**src/rtl/rcc_pkg.sv**
```systemverilog
package rcc_pkg;
  localparam int CAUSE_W = 7;
  localparam int B_PIN    = 0;
  localparam int B_SUPPLY = 1;
  localparam int B_CLK    = 2;
  localparam int B_WDT    = 3;
  localparam int B_SW     = 4;
  localparam int B_CMP    = 5;
  localparam int B_FLASH  = 6;

  typedef logic [CAUSE_W-1:0] cause_t;

  typedef struct packed {
    logic cmp;
    logic clk;
    logic supply;
  } enables_t;

  // isolate the lowest set request bit (lowest index has priority)
  function automatic cause_t first_cause(cause_t v);
    return v & (~v + cause_t'(1));
  endfunction

  // place the cause flags on the 8-bit read bus, top bit forced to zero
  function automatic logic [7:0] pack_read(cause_t f);
    return {1'b0, f};
  endfunction
endpackage

```
**src/rtl/rcc_req_gate.sv**
```systemverilog
module rcc_req_gate
  import rcc_pkg::*;
(
  input  logic     rst_pin_n,
  input  logic     supply_trip,
  input  logic     clk_loss,
  input  logic     wdt_ovf,
  input  logic     sw_force,
  input  logic     cmp_level,
  input  logic     flash_fault,
  input  enables_t en,
  output cause_t   req,
  output logic     any_req
);
  always_comb begin
    req           = '0;
    req[B_PIN]    = ~rst_pin_n;
    req[B_SUPPLY] = supply_trip & en.supply;
    req[B_CLK]    = clk_loss & en.clk;
    req[B_WDT]    = wdt_ovf;
    req[B_SW]     = sw_force;
    req[B_CMP]    = ~cmp_level & en.cmp;
    req[B_FLASH]  = flash_fault;
  end

  assign any_req = |req;
endmodule

```
**src/rtl/rcc_hold_timer.sv**
```systemverilog
module rcc_hold_timer #(
  parameter int HOLD_CYCLES = 16
) (
  input  logic clk,
  input  logic por,
  input  logic start,
  output logic active
);
  localparam int CNT_W = $clog2(HOLD_CYCLES + 1);
  localparam logic [CNT_W-1:0] LOAD = CNT_W'(HOLD_CYCLES);

  logic [CNT_W-1:0] cnt;

  always_ff @(posedge clk or posedge por) begin
    if (por)                  cnt <= LOAD;
    else if (start && !active) cnt <= LOAD;
    else if (active)           cnt <= cnt - 1'b1;
  end

  assign active = (cnt != '0);

  // shadow run-length counter for the hold-window check
  logic [CNT_W-1:0] run_len;
  always_ff @(posedge clk or posedge por) begin
    if (por)         run_len <= '0;
    else if (active) run_len <= run_len + 1'b1;
    else             run_len <= '0;
  end

  assert_hold_len_R2: assert property (@(posedge clk) disable iff (por)
    $fell(active) |-> (run_len == LOAD));

  assert_hold_start_R2: assert property (@(posedge clk) disable iff (por)
    (start && !active) |=> active);
endmodule

```
**src/rtl/rcc_ctrl_reg.sv**
```systemverilog
module rcc_ctrl_reg
  import rcc_pkg::*;
#(
  parameter int ADDR_W = 8,
  parameter logic [ADDR_W-1:0] REG_ADDR = 8'hEF
) (
  input  logic              clk,
  input  logic              por,
  input  logic              hold_active,
  input  logic              trigger,
  input  cause_t            cause_in,
  input  logic [ADDR_W-1:0] bus_addr,
  input  logic              bus_we,
  input  logic [7:0]        bus_wdata,
  output enables_t          en,
  output cause_t            flags,
  output logic              sw_force,
  output logic [7:0]        rdata
);
  logic hit;
  logic wr_ok;

  assign hit      = (bus_addr == REG_ADDR);
  assign wr_ok    = hit && bus_we && !hold_active;
  assign sw_force = wr_ok && bus_wdata[B_SW];

  always_ff @(posedge clk or posedge por) begin
    if (por) begin
      en.cmp    <= 1'b0;
      en.clk    <= 1'b0;
      en.supply <= 1'b1;
      flags     <= cause_t'(1) << B_SUPPLY;
    end else begin
      if (wr_ok) begin
        en.cmp    <= bus_wdata[B_CMP];
        en.clk    <= bus_wdata[B_CLK];
        en.supply <= bus_wdata[B_SUPPLY];
      end
      if (trigger) flags <= cause_in;
    end
  end

  assign rdata = (hit && !hold_active) ? pack_read(flags) : 8'h00;

  assert_flag_onehot_R3: assert property (@(posedge clk) disable iff (por)
    trigger |=> ($countones(flags) == 1));

  assert_en_frozen_R2: assert property (@(posedge clk) disable iff (por)
    hold_active |=> $stable(en));

  assert_en_kept_R9: assert property (@(posedge clk) disable iff (por)
    (trigger && !bus_we) |=> $stable(en));
endmodule

```
**src/rtl/rst_cause_ctl.sv**
```systemverilog
module rst_cause_ctl
  import rcc_pkg::*;
#(
  parameter int HOLD_CYCLES = 16,
  parameter int ADDR_W = 8,
  parameter logic [ADDR_W-1:0] REG_ADDR = 8'hEF
) (
  input  logic              clk,
  input  logic              por_pulse,
  input  logic              supply_trip,
  input  logic              rst_pin_n,
  input  logic              wdt_ovf,
  input  logic              clk_loss,
  input  logic              flash_fault,
  input  logic              cmp_level,
  input  logic [ADDR_W-1:0] bus_addr,
  input  logic              bus_we,
  input  logic [7:0]        bus_wdata,
  output logic [7:0]        bus_rdata,
  output logic              sys_rst,
  output logic              supply_mon_en,
  output logic              clk_mon_en
);
  enables_t en;
  cause_t   req;
  cause_t   cause_sel;
  cause_t   flags;
  logic     any_req;
  logic     sw_force;
  logic     trigger;

  rcc_req_gate u_gate (
    .rst_pin_n   (rst_pin_n),
    .supply_trip (supply_trip),
    .clk_loss    (clk_loss),
    .wdt_ovf     (wdt_ovf),
    .sw_force    (sw_force),
    .cmp_level   (cmp_level),
    .flash_fault (flash_fault),
    .en          (en),
    .req         (req),
    .any_req     (any_req)
  );

  assign trigger   = any_req && !sys_rst;
  assign cause_sel = first_cause(req);

  rcc_hold_timer #(.HOLD_CYCLES(HOLD_CYCLES)) u_timer (
    .clk    (clk),
    .por    (por_pulse),
    .start  (trigger),
    .active (sys_rst)
  );

  rcc_ctrl_reg #(.ADDR_W(ADDR_W), .REG_ADDR(REG_ADDR)) u_reg (
    .clk         (clk),
    .por         (por_pulse),
    .hold_active (sys_rst),
    .trigger     (trigger),
    .cause_in    (cause_sel),
    .bus_addr    (bus_addr),
    .bus_we      (bus_we),
    .bus_wdata   (bus_wdata),
    .en          (en),
    .flags       (flags),
    .sw_force    (sw_force),
    .rdata       (bus_rdata)
  );

  assign supply_mon_en = en.supply;
  assign clk_mon_en    = en.clk;

  assert_read_blank_R2: assert property (@(posedge clk) disable iff (por_pulse)
    sys_rst |-> (bus_rdata == 8'h00));

  assert_top_bit_R3: assert property (@(posedge clk) disable iff (por_pulse)
    bus_rdata[7] == 1'b0);

  assert_priority_R8: assert property (@(posedge clk) disable iff (por_pulse)
    (trigger && req[B_PIN]) |=> (flags == cause_t'(1)));
endmodule

```
**config.mk**
```make
export PLATFORM = sky130hd
export DESIGN_NAME = rst_cause_ctl
export DESIGN_NICKNAME = d
export VERILOG_FILES = /design/src/rtl/rcc_pkg.sv /design/src/rtl/rcc_req_gate.sv /design/src/rtl/rcc_hold_timer.sv /design/src/rtl/rcc_ctrl_reg.sv /design/src/rtl/rst_cause_ctl.sv
export SDC_FILE = /design/constraint.sdc
export NUM_CORES = 1
export LEC_CHECK = 0
export ABC_CLOCK_PERIOD_IN_PS = 7300
export BUFFER_PORTS_ARGS = -buffer_cell sky130_fd_sc_hd__buf_2
export CAP_MARGIN = 5
export CORE_ASPECT_RATIO = 0.8
export CORE_UTILIZATION = 50
export CTS_CLUSTER_SIZE = 30
export DETAILED_ROUTE_END_ITERATION = 10
export GPL_ROUTABILITY_DRIVEN = 0
export PLACE_DENSITY_LB_ADDON = 0.12
export SLEW_MARGIN = 10
export SYNTH_ARGS = -nofsm -noshare
export SYNTH_HDL_FRONTEND = slang
export SYNTH_HIERARCHICAL = 1
export SYNTH_SLANG_ARGS = --single-unit
```
**constraint.sdc**
```tcl
create_clock -name clk -period 7.3 [get_ports clk]
set_input_delay 1.825 -clock clk [delete_from_list [all_inputs] [get_ports clk]]
set_output_delay 1.825 -clock clk [all_outputs]
set_load 0.02 [all_outputs]
```
==> results.cfg, run 1 <==
[power]
ir_worst_vdd_mv = 0.165
p_switching_mw = 0.0848
power_density_nw_per_um2 = 237
seqPwrFrac_pct = 49.6
p_leak_nw = 0.543
power.share.clock_pct = 18.5
p_sw_share_pct = 33.4
p_int_mw = 0.169
pwr-share-comb_pct = 31.9
p_total_mw = 0.254

[setup_path]
worstPathRequired_ns = 5.48
slowest_delay_ns = 0.36
critPathSlowestCell = nor3_2
rr_endpoint = u_reg/flags[2]
path_max_fanout = 8
crit_top_cell = buf_2
setup.worst_path.end = bus_rdata[2]
worst_ep_arrival_time_ns = 2.84
path_class = in -> out
cp_cell_sequence = buf_2, nand3b_1, nor3_2, and2_1, buf_2
r2r_start = u_timer/cnt[0]
crit_path_end_kind = primary output
crit_start = bus_addr[4]
reg2reg_depth = 11
startpoint_type = primary input
r2r_slack_ns = 3.85

[final_layout]
areaGrowthSynthToFinish_pct = 19.0
antenna_cells = 0
n_fill_cell = 145
seqCellArea_um2 = 379
stdcell_area_um2 = 1070
utilization_pct = 64.6
final_cells = 131
drive_gt1_share_pct = 50.5
multi_input_area_um2 = 454
final_nets = 136

[detailed_routing]
first_pass_iters = 2
drc = 0
drt_iter0_drc = 5
wire_per_inst_um = 12.1
viasPerCell = 4.94
wl_mm = 1.58
antenna_left = 0
num_vias = 647

[sta]
fin_crit_ns = 4.67
whs_ns = 0.510
setup_slack_ns = 2.63
max-slew-margin-rel_pct = 44.1
setup_viol = 0
fin_worst_skew_ns = 0.00934
tightest_slew_ns = 0.837
fmax_mhz = 214
rsz0062_at_grt = false
slew_viol_final = 0
fin_setup_tns_ns = 0
fin_crit_sh_pct = 63.9
timing.final.hold_violations = 0

[grt]
grt_pass1_wl_mm = 2.67
grt_usage_pct = 18.7
grt_pass1_vias = 626
grt.overflow.total = 0
grt_max_degree = 11
antenna_found_initial = 0

[synthesis]
yosysUniqueCellTypes = 35
synth_edf_count = 0
syn_nets = 106
syn_area_um2 = 901
ys_top_cells_by_count = dfrtp_1 (12), mux2_2 (10), and2_1 (9)
async_reset_ff_share_pct = 100
yosys_warnings = 6
synth_cells = 80
yosysTopAreaCell = dfrtp_1
synthFlopType = dfrtp_1
synth.most_common_cell = dfrtp_1
syn_avg_cell_area_um2 = 11.3
ys_seq_area_share_pct = 42.1
yosysTopAreaCellShare_pct = 33.3
synth-seq-cells = 15
yosys-top-cells-area = dfrtp_1 (33%), mux2_2 (13%), dfstp_2 (8.8%)

[die]
die_area_um2 = 1980
die_y_um = 40.0
die_width_um = 49.5
rows = 13
core_area_um2 = 1660
ios = 36
start_util_pct = 54.3

[cts]
cts_setup_buffers = 0
clock_sinks = 15
cts_tree = yes
root_buffer = clkbuf_4
clk_path_buf_depth = 2
clkTransAtPathRegs_ns = 0.10
ctsHtreeMaxLevel = 1
cts_resized = 0
clock_latency_ns = 0.28
numCtsBuffers = 3
cts_hold_buffers = 0

[placed_design]
portBuffers = 30
place_inst = 127
hpwl_mm = 1.28
pre_cts_slack_ns = 2.64
dpl_cell_area_um2 = 1040

[job]
drv_cap = 0

[outcome]
run_status = finished, final reports clean

[hold_path]
hold_class = reg -> reg
## power by group through the flow
| stage | Sequential, mW | Clock, mW | Combinational [mW] |
|---|---|---|---|
| after detailed placement | 0.127 | 0 | 0.0810 |
| after CTS | 0.126 | 0.0487 | 0.0818 |
| after global routing | 0.129 | 0.0511 | 0.0900 |
| after global placement | 0.126 | 0 | 0.0785 |
| after floorplan | 0.124 | 0 | 0.0645 |
| final | 0.126 | 0.0469 | 0.0811 |
## cell usage in the layout (no fill, tap or decap), types with 2 or more instances in the layout
| master | count |
|---|---|
| o21ai_1 | 2 |
| buf_2 | 30 |
| clkbuf_4 | 3 |
| nor3b_1 | 3 |
| mux2_2 | 10 |
| and2_1 | 9 |
| inv_1 | 8 |
| dfrtp_1 | 12 |
| nor2b_1 | 2 |
| nand3b_1 | 2 |
| dfstp_2 | 3 |
## registers in the layout, summed over array words and instances (netlist names)
name	count
u_reg/en	3
u_reg/flags	7
u_timer/cnt	5
## layer usage
layer  routed length, µm  up-vias  GRT usage, %
li1                    -      327             -
met5                   0        -             0
met3                 102        2          3.03
met4                  16        0          8.57
met1                 792      294          24.9
met2                 671       24          31.2
## worst min path at each step
stage                   startpoint        endpoint  slack, ns  cells past startpoint
floorplan           u_timer/cnt[0]  u_timer/cnt[0]       0.47                      1
global placement    u_reg/flags[0]  u_reg/flags[0]       0.48                      1
detailed placement  u_reg/flags[0]  u_reg/flags[0]       0.49                      1
CTS                 u_reg/flags[0]  u_reg/flags[0]       0.51                      1
global route        u_reg/flags[0]  u_reg/flags[0]       0.52                      1
finish              u_reg/flags[0]  u_reg/flags[0]       0.51                      1
## kinds of logic after synthesis
group                    Yosys count  synth area share [%]
other                              1                 0.416
flip-flops                        15                  42.1
AND/OR/NAND/NOR                   32                  30.7
adder cells (fa/ha/maj)            1                  1.39
buffers and inverters             14                  7.50
multiplexers                      12                  14.9
AO/OA/AOI/OAI                      5                  3.05
## critical path, delay by kind of cell
family	cells	cell delay, ns
and+or+nand+nor	3	0.76
buffers and inverters	2	0.25
## layout make-up
type	count	share of cell area (%)
clock buffers	3	2.10
clock inverters	1	0.467
inverters	9	3.15
multi-input cells	51	42.4
flip-flops and latches	15	35.4
well taps	22	2.57
repair buffers	30	14.0
(Power assumes the default switching activity.)
==> run 2: changes to the inputs <==
--- a/config.mk
+++ b/config.mk
@@ -5,11 +5,12 @@
 export SDC_FILE = /design/constraint.sdc
 export NUM_CORES = 1
 export LEC_CHECK = 0
-export ABC_CLOCK_PERIOD_IN_PS = 7300
+export ABC_AREA = 1
+export ABC_CLOCK_PERIOD_IN_PS = 4300
 export BUFFER_PORTS_ARGS = -buffer_cell sky130_fd_sc_hd__buf_2
 export CAP_MARGIN = 5
 export CORE_ASPECT_RATIO = 0.8
-export CORE_UTILIZATION = 50
+export CORE_UTILIZATION = 48
 export CTS_CLUSTER_SIZE = 30
 export DETAILED_ROUTE_END_ITERATION = 10
 export GPL_ROUTABILITY_DRIVEN = 0
==> constraint.sdc (replaced) <==
create_clock -name clk -period 4.3 [get_ports clk]
set_input_delay 1.075 -clock clk [delete_from_list [all_inputs] [get_ports clk]]
set_output_delay 1.075 -clock clk [all_outputs]
set_load 0.02 [all_outputs]
==> run 2 against run 1 <==
Against the previous run:
- synthesized area grew 9.0%
- sequential power increased by 65%
- sequential cell count stayed put
- critical path type unchanged
- non-clock buffer count increased by 1
- wire length rose by 12%
- via count up 30%
- combinational power grew 130%
- utilization shrank 3.8 points
- critical path depth increased by 2
- largest power group unchanged
- synthesized cell count is 71% higher
==> results.cfg, run 2 <==
[setup_path]
worst_ep_arrival_time_ns = 1.87
slowest_delay_ns = 0.16
r2r_slack_ns = 1.97
worstPathRequired_ns = 3.22
cp_cell_sequence = buf_2, nor2_2, nand2_2, nor2_4, nand2_4, nor2_2, buf_2
critPathSlowestCell = buf_2
path_class = in -> out
rr_endpoint = u_reg/flags[6]
r2r_start = u_timer/cnt[0]
reg2reg_depth = 14
crit_path_end_kind = primary output
path_max_fanout = 7
startpoint_type = primary input

[synthesis]
yosys-top-cells-area = dfrtp_1 (31%), nand2_1 (13%), inv_1 (12%)
synthFlopType = dfrtp_1
yosysUniqueCellTypes = 21
yosys_warnings = 6
syn_area_um2 = 982
yosysTopAreaCellShare_pct = 30.6
ys_top_cells_by_count = nand2_1 (33), inv_1 (32), nor2_1 (14)
syn_nets = 163
async_reset_ff_share_pct = 100
synth_edf_count = 0
yosysTopAreaCell = dfrtp_1
synth-seq-cells = 15
ys_seq_area_share_pct = 38.6
synth.most_common_cell = nand2_1
synth_cells = 137
syn_avg_cell_area_um2 = 7.17

[final_layout]
final_cell_mix = nand2_1 (33), inv_1 (32), buf_2 (30), nor2_1 (14), dfrtp_1 (12)
n_fill_cell = 180
seqCellArea_um2 = 379
antenna_cells = 0
final_nets = 194
drive_gt1_share_pct = 34.7
multi_input_area_um2 = 444
largest_register_ffs = 7
areaGrowthSynthToFinish_pct = 18.2
largest-register = u_reg/flags
layout_commonest_cell = nand2_1
largestRegisters = u_reg/flags: 7 flops, u_timer/cnt: 5 flops, u_reg/en: 3 flops

[outcome]
run_status = finished, final reports clean

[sta]
fin_crit_ns = 2.95
fin_worst_skew_ns = 0.00357
fin_setup_tns_ns = 0
whs_ns = 0.480
timing.final.hold_violations = 0
fin_crit_sh_pct = 68.5
setup_viol = 0
fmax_mhz = 339
rsz0062_at_grt = false
slew_viol_final = 0

[power]
ir_worst_vdd_mv = 0.263
seqPwrFrac_pct = 43.9
p_sw_share_pct = 39.3
power.share.clock_pct = 16.2
pwr-share-comb_pct = 39.9
p_leak_nw = 0.646
p_int_mw = 0.287
p_switching_mw = 0.186
power_density_nw_per_um2 = 407

[detailed_routing]
drt_iter0_drc = 15
viasPerCell = 4.42
drc = 0
num_vias = 844
first_pass_iters = 4
antenna_left = 0
wire_per_inst_um = 9.31
wl_mm = 1.78

[cts]
root_buffer = clkbuf_4
clkTransAtPathRegs_ns = 0.08
clock_sinks = 15
clk_path_buf_depth = 2
cts_resized = 0
numCtsBuffers = 3
cts_setup_buffers = 0
cts_hold_buffers = 0
cts_tree = yes
clock_latency_ns = 0.27
ctsHtreeMaxLevel = 1

[hold_path]
hold_end = u_reg/en[0]
hold_class = reg -> reg
holdPathStages = 2
worstHoldStart = u_reg/en[0]

[die]
die_area_um2 = 2230
die_width_um = 52.6
ios = 36
start_util_pct = 51.4
rows = 14
core_area_um2 = 1910
die_y_um = 42.5

[grt]
grt.overflow.total = 0
antenna_found_initial = 0
grt_usage_pct = 19.3
grt_max_degree = 15
grt_pass1_vias = 759
grt_pass1_wl_mm = 3.07

[placed_design]
portBuffers = 30
hpwl_mm = 1.51

[job]
drv_cap = 0
## run 2: cell types whose count changed after synthesis, sizes merged, moves of 8 or more
cell | previous run | this run
inv | 9 | 33
nor2 | 1 | 27
and2 | 9 | 0
nand2 | 1 | 36
mux2 | 11 | 0
o21ai | 3 | 11
## run 2: per-stage QoR
stage | cell area (µm²) | instances | setup slack, ns | total power [mW] | util (%)
after global routing | 1160 | 191 | 1.21 | 0.515 | 60.8
final | 1160 | 191 | 1.35 | 0.473 | 60.8
after floorplan | 982 | 137 | 1.56 | 0.356 | -
after global placement | 1130 | 187 | 1.36 | 0.390 | 59.4
after detailed placement | 1130 | 187 | 1.34 | 0.403 | 59.4
after CTS | 1160 | 191 | 1.34 | 0.480 | 60.8
## run 2: power by group through the flow
stage	clock [mW]	sequential (mW)	combinational [mW]
final	0.0765	0.208	0.189
after global routing	0.0868	0.212	0.216
after CTS	0.0800	0.209	0.192
after detailed placement	0	0.212	0.191
after global placement	0	0.207	0.183
after floorplan	0	0.204	0.152
## run 2: critical path, delay by kind of cell
kind | cells | cell delay [ns]
buf+inv | 2 | 0.27
simple gates | 5 | 0.51
## run 2: area by class of cell
type,count,area share [%]
sequential,15,32.7
inverter,33,10.7
timing repair buffer,31,13.6
multi-input combinational,84,38.3
clock buffer,4,2.26
tap,24,2.59
## run 2: how the worst max path moves through the flow
stage	from	to	slack [ns]	depth (start not counted)
6_report	bus_addr[4]	bus_rdata[4]	1.35	7
5_1_grt	u_timer/cnt[0]	bus_rdata[4]	1.21	7
4_1_cts	bus_addr[4]	bus_rdata[4]	1.34	7
3_5_place_dp	bus_addr[4]	bus_rdata[4]	1.34	7
3_3_place_gp	bus_addr[4]	bus_rdata[6]	1.36	7
2_1_floorplan	bus_addr[5]	bus_rdata[0]	1.56	6
## run 2: logic make-up after synthesis
logic type,count (synthesis),share of synthesized area (%)
adder cells (fa/ha/maj),1,1.27
flip-flops,15,38.6
buffers and inverters,38,16.2
other,1,0.382
AO/OA/AOI/OAI,11,5.99
AND/OR/NAND/NOR,71,37.6
## run 2: routing by layer
| layer | wire length (µm) | track usage, % | share of wire (%) | vias up |
|---|---|---|---|---|
| met3 | 92 | 6.52 | 5.2 | 2 |
| met4 | 18 | 6.32 | 1.0 | 0 |
| met1 | 831 | 22.1 | 47 | 362 |
| met5 | 0 | 0 | 0 | - |
| met2 | 836 | 33.2 | 47 | 22 |
| li1 | - | - | - | 458 |
==> run 3: changes to the inputs <==
--- a/config.mk
+++ b/config.mk
@@ -6,7 +6,7 @@
 export NUM_CORES = 1
 export LEC_CHECK = 0
 export ABC_AREA = 1
-export ABC_CLOCK_PERIOD_IN_PS = 4300
+export ABC_CLOCK_PERIOD_IN_PS = 3100
 export BUFFER_PORTS_ARGS = -buffer_cell sky130_fd_sc_hd__buf_2
 export CAP_MARGIN = 5
 export CORE_ASPECT_RATIO = 0.8
==> constraint.sdc (replaced) <==
create_clock -name clk -period 3.1 [get_ports clk]
set_input_delay 0.775 -clock clk [delete_from_list [all_inputs] [get_ports clk]]
set_output_delay 0.775 -clock clk [all_outputs]
set_load 0.02 [all_outputs]
==> run 3 against run 2 <==
Against the previous run:
- first-iteration DRC count is 33% higher
- total power is 40% higher
- utilization did not move
- largest cell class unchanged
- sequential share of layout area unchanged
- global-route usage increased by 1.4 points
- clock skew is 0.0020 ns lower
- critical endpoint is now bus_rdata[6]
- critical path depth unchanged
- worst setup slack got worse by 0.90 ns
- non-clock buffer count did not move
- design area unchanged
==> results.cfg, run 3 (synthesis results as in run 2) <==
[sta]
fin_crit_sh_pct = 85.2
rsz0062_at_grt = false
fin_worst_skew_ns = 0.00155
timing.final.hold_violations = 0
fmax_mhz = 379
fin_crit_ns = 2.64
fin_setup_tns_ns = 0
slew_viol_final = 0
whs_ns = 0.408
setup_viol = 0

[die]
rows = 14
start_util_pct = 51.4
die_area_um2 = 2230
core_area_um2 = 1910
die_width_um = 52.6
ios = 36
die_y_um = 42.5

[detailed_routing]
wl_met2_um = 890
wl_mm = 1.91
met3_length_um = 91
num_vias = 861
antenna_left = 0
drc = 0
first_pass_iters = 4
drt_iter0_drc = 20
routed.top_layer = met4
wire_per_inst_um = 10.0
viasPerCell = 4.51
wl_met1_um = 915

[cts]
clock_latency_ns = 0.28
cts_tree = yes
numCtsBuffers = 3
clock_sinks = 15
cts_setup_buffers = 0
clkTransAtPathRegs_ns = 0.08
root_buffer = clkbuf_4
cts_hold_buffers = 0
clk_path_buf_depth = 2
ctsHtreeMaxLevel = 1
cts_resized = 0

[grt]
grt_max_degree = 15
grt.overflow.total = 0
grt_pass1_vias = 818
grt_pass1_wl_mm = 3.38
antenna_found_initial = 0
grt_usage_pct = 20.8

[outcome]
run_status = finished, final reports clean

[hold_path]
hold_class = in -> async

[power]
power_density_nw_per_um2 = 572
p_total_mw = 0.664
p_leak_nw = 0.646
ir_worst_vdd_mv = 0.345

[final_layout]
areaGrowthSynthToFinish_pct = 18.2
largest_register_ffs = 7
drive_gt1_share_pct = 34.7
antenna_cells = 0
layout_commonest_cell = nand2_1
largest-register = u_reg/flags
largestRegisters = u_reg/flags: 7 flops, u_timer/cnt: 5 flops, u_reg/en: 3 flops
stdcell_area_um2 = 1160
final_cell_mix = nand2_1 (33), inv_1 (32), buf_2 (30), nor2_1 (14), dfrtp_1 (12)
final_nets = 194

[setup_path]
path_class = reg -> out
crit_path_end_kind = primary output
reg2reg_depth = 14
r2r_slack_ns = 0.72
worstPathRequired_ns = 2.32
rr_endpoint = u_reg/flags[6]
startpoint_type = register
worst_ep_arrival_time_ns = 1.87
path_max_fanout = 8
r2r_start = u_timer/cnt[0]

[job]
drv_cap = 0

[placed_design]
hpwl_mm = 1.59
portBuffers = 30
dpl_cell_area_um2 = 1130
[run 3: cell counts in the layout (fill, tap and decap cells not counted)]
No cell type changed its count.
[run 3: layer usage]
metal  GRT usage (%)  vias up
li1                -      460
met1            26.5      373
met2            33.9       26
met3            6.52        2
met4            4.74        0
met5               0        -
[run 3: cell type report]
| type | count | area (µm²) |
|---|---|---|
| inverter | 33 | 124 |
| timing repair buffer | 31 | 158 |
| tap | 24 | 30.0 |
| sequential | 15 | 379 |
| fill | 195 | 748 |
| multi-input combinational | 84 | 444 |
| clock buffer | 4 | 26.3 |
[run 3: power by group]
part	total [mW]	internal, mW	switching [mW]
Combinational	0.267	0.0943	0.173
Clock	0.108	0.0499	0.0580
Sequential	0.289	0.254	0.0341
Total	0.664	0.399	0.265
[run 3: stage by stage]
stage          instances  setup WS [ns]  utilization, %
4_1_cts              191          0.444            60.8
3_5_place_dp         187          0.734            59.4
5_1_grt              191          0.304            60.8
6_report             191          0.459            60.8
2_1_floorplan        137          0.891               -
3_3_place_gp         187          0.757            59.4
[run 3: worst max-delay path: stages (launching register included)]
cell and delay (ns):
dfrtp_1 0.37, inv_1 0.13, ha_1 0.32, nand3_4 0.17, nor2_4 0.22, nand2_4 0.13
nor2_2 0.09, buf_2 0.16
[run 3: worst max path at each step]
stage / start / end / slack [ns] / depth (start not counted)
floorplan: u_timer/cnt[0] / u_reg/flags[0] / 0.89 / 14
global placement: bus_addr[4] / bus_rdata[6] / 0.76 / 7
detailed placement: u_timer/cnt[0] / u_reg/flags[6] / 0.73 / 14
CTS: u_timer/cnt[0] / bus_rdata[4] / 0.44 / 7
global route: u_timer/cnt[0] / bus_rdata[1] / 0.30 / 7
finish: u_timer/cnt[0] / bus_rdata[6] / 0.46 / 7
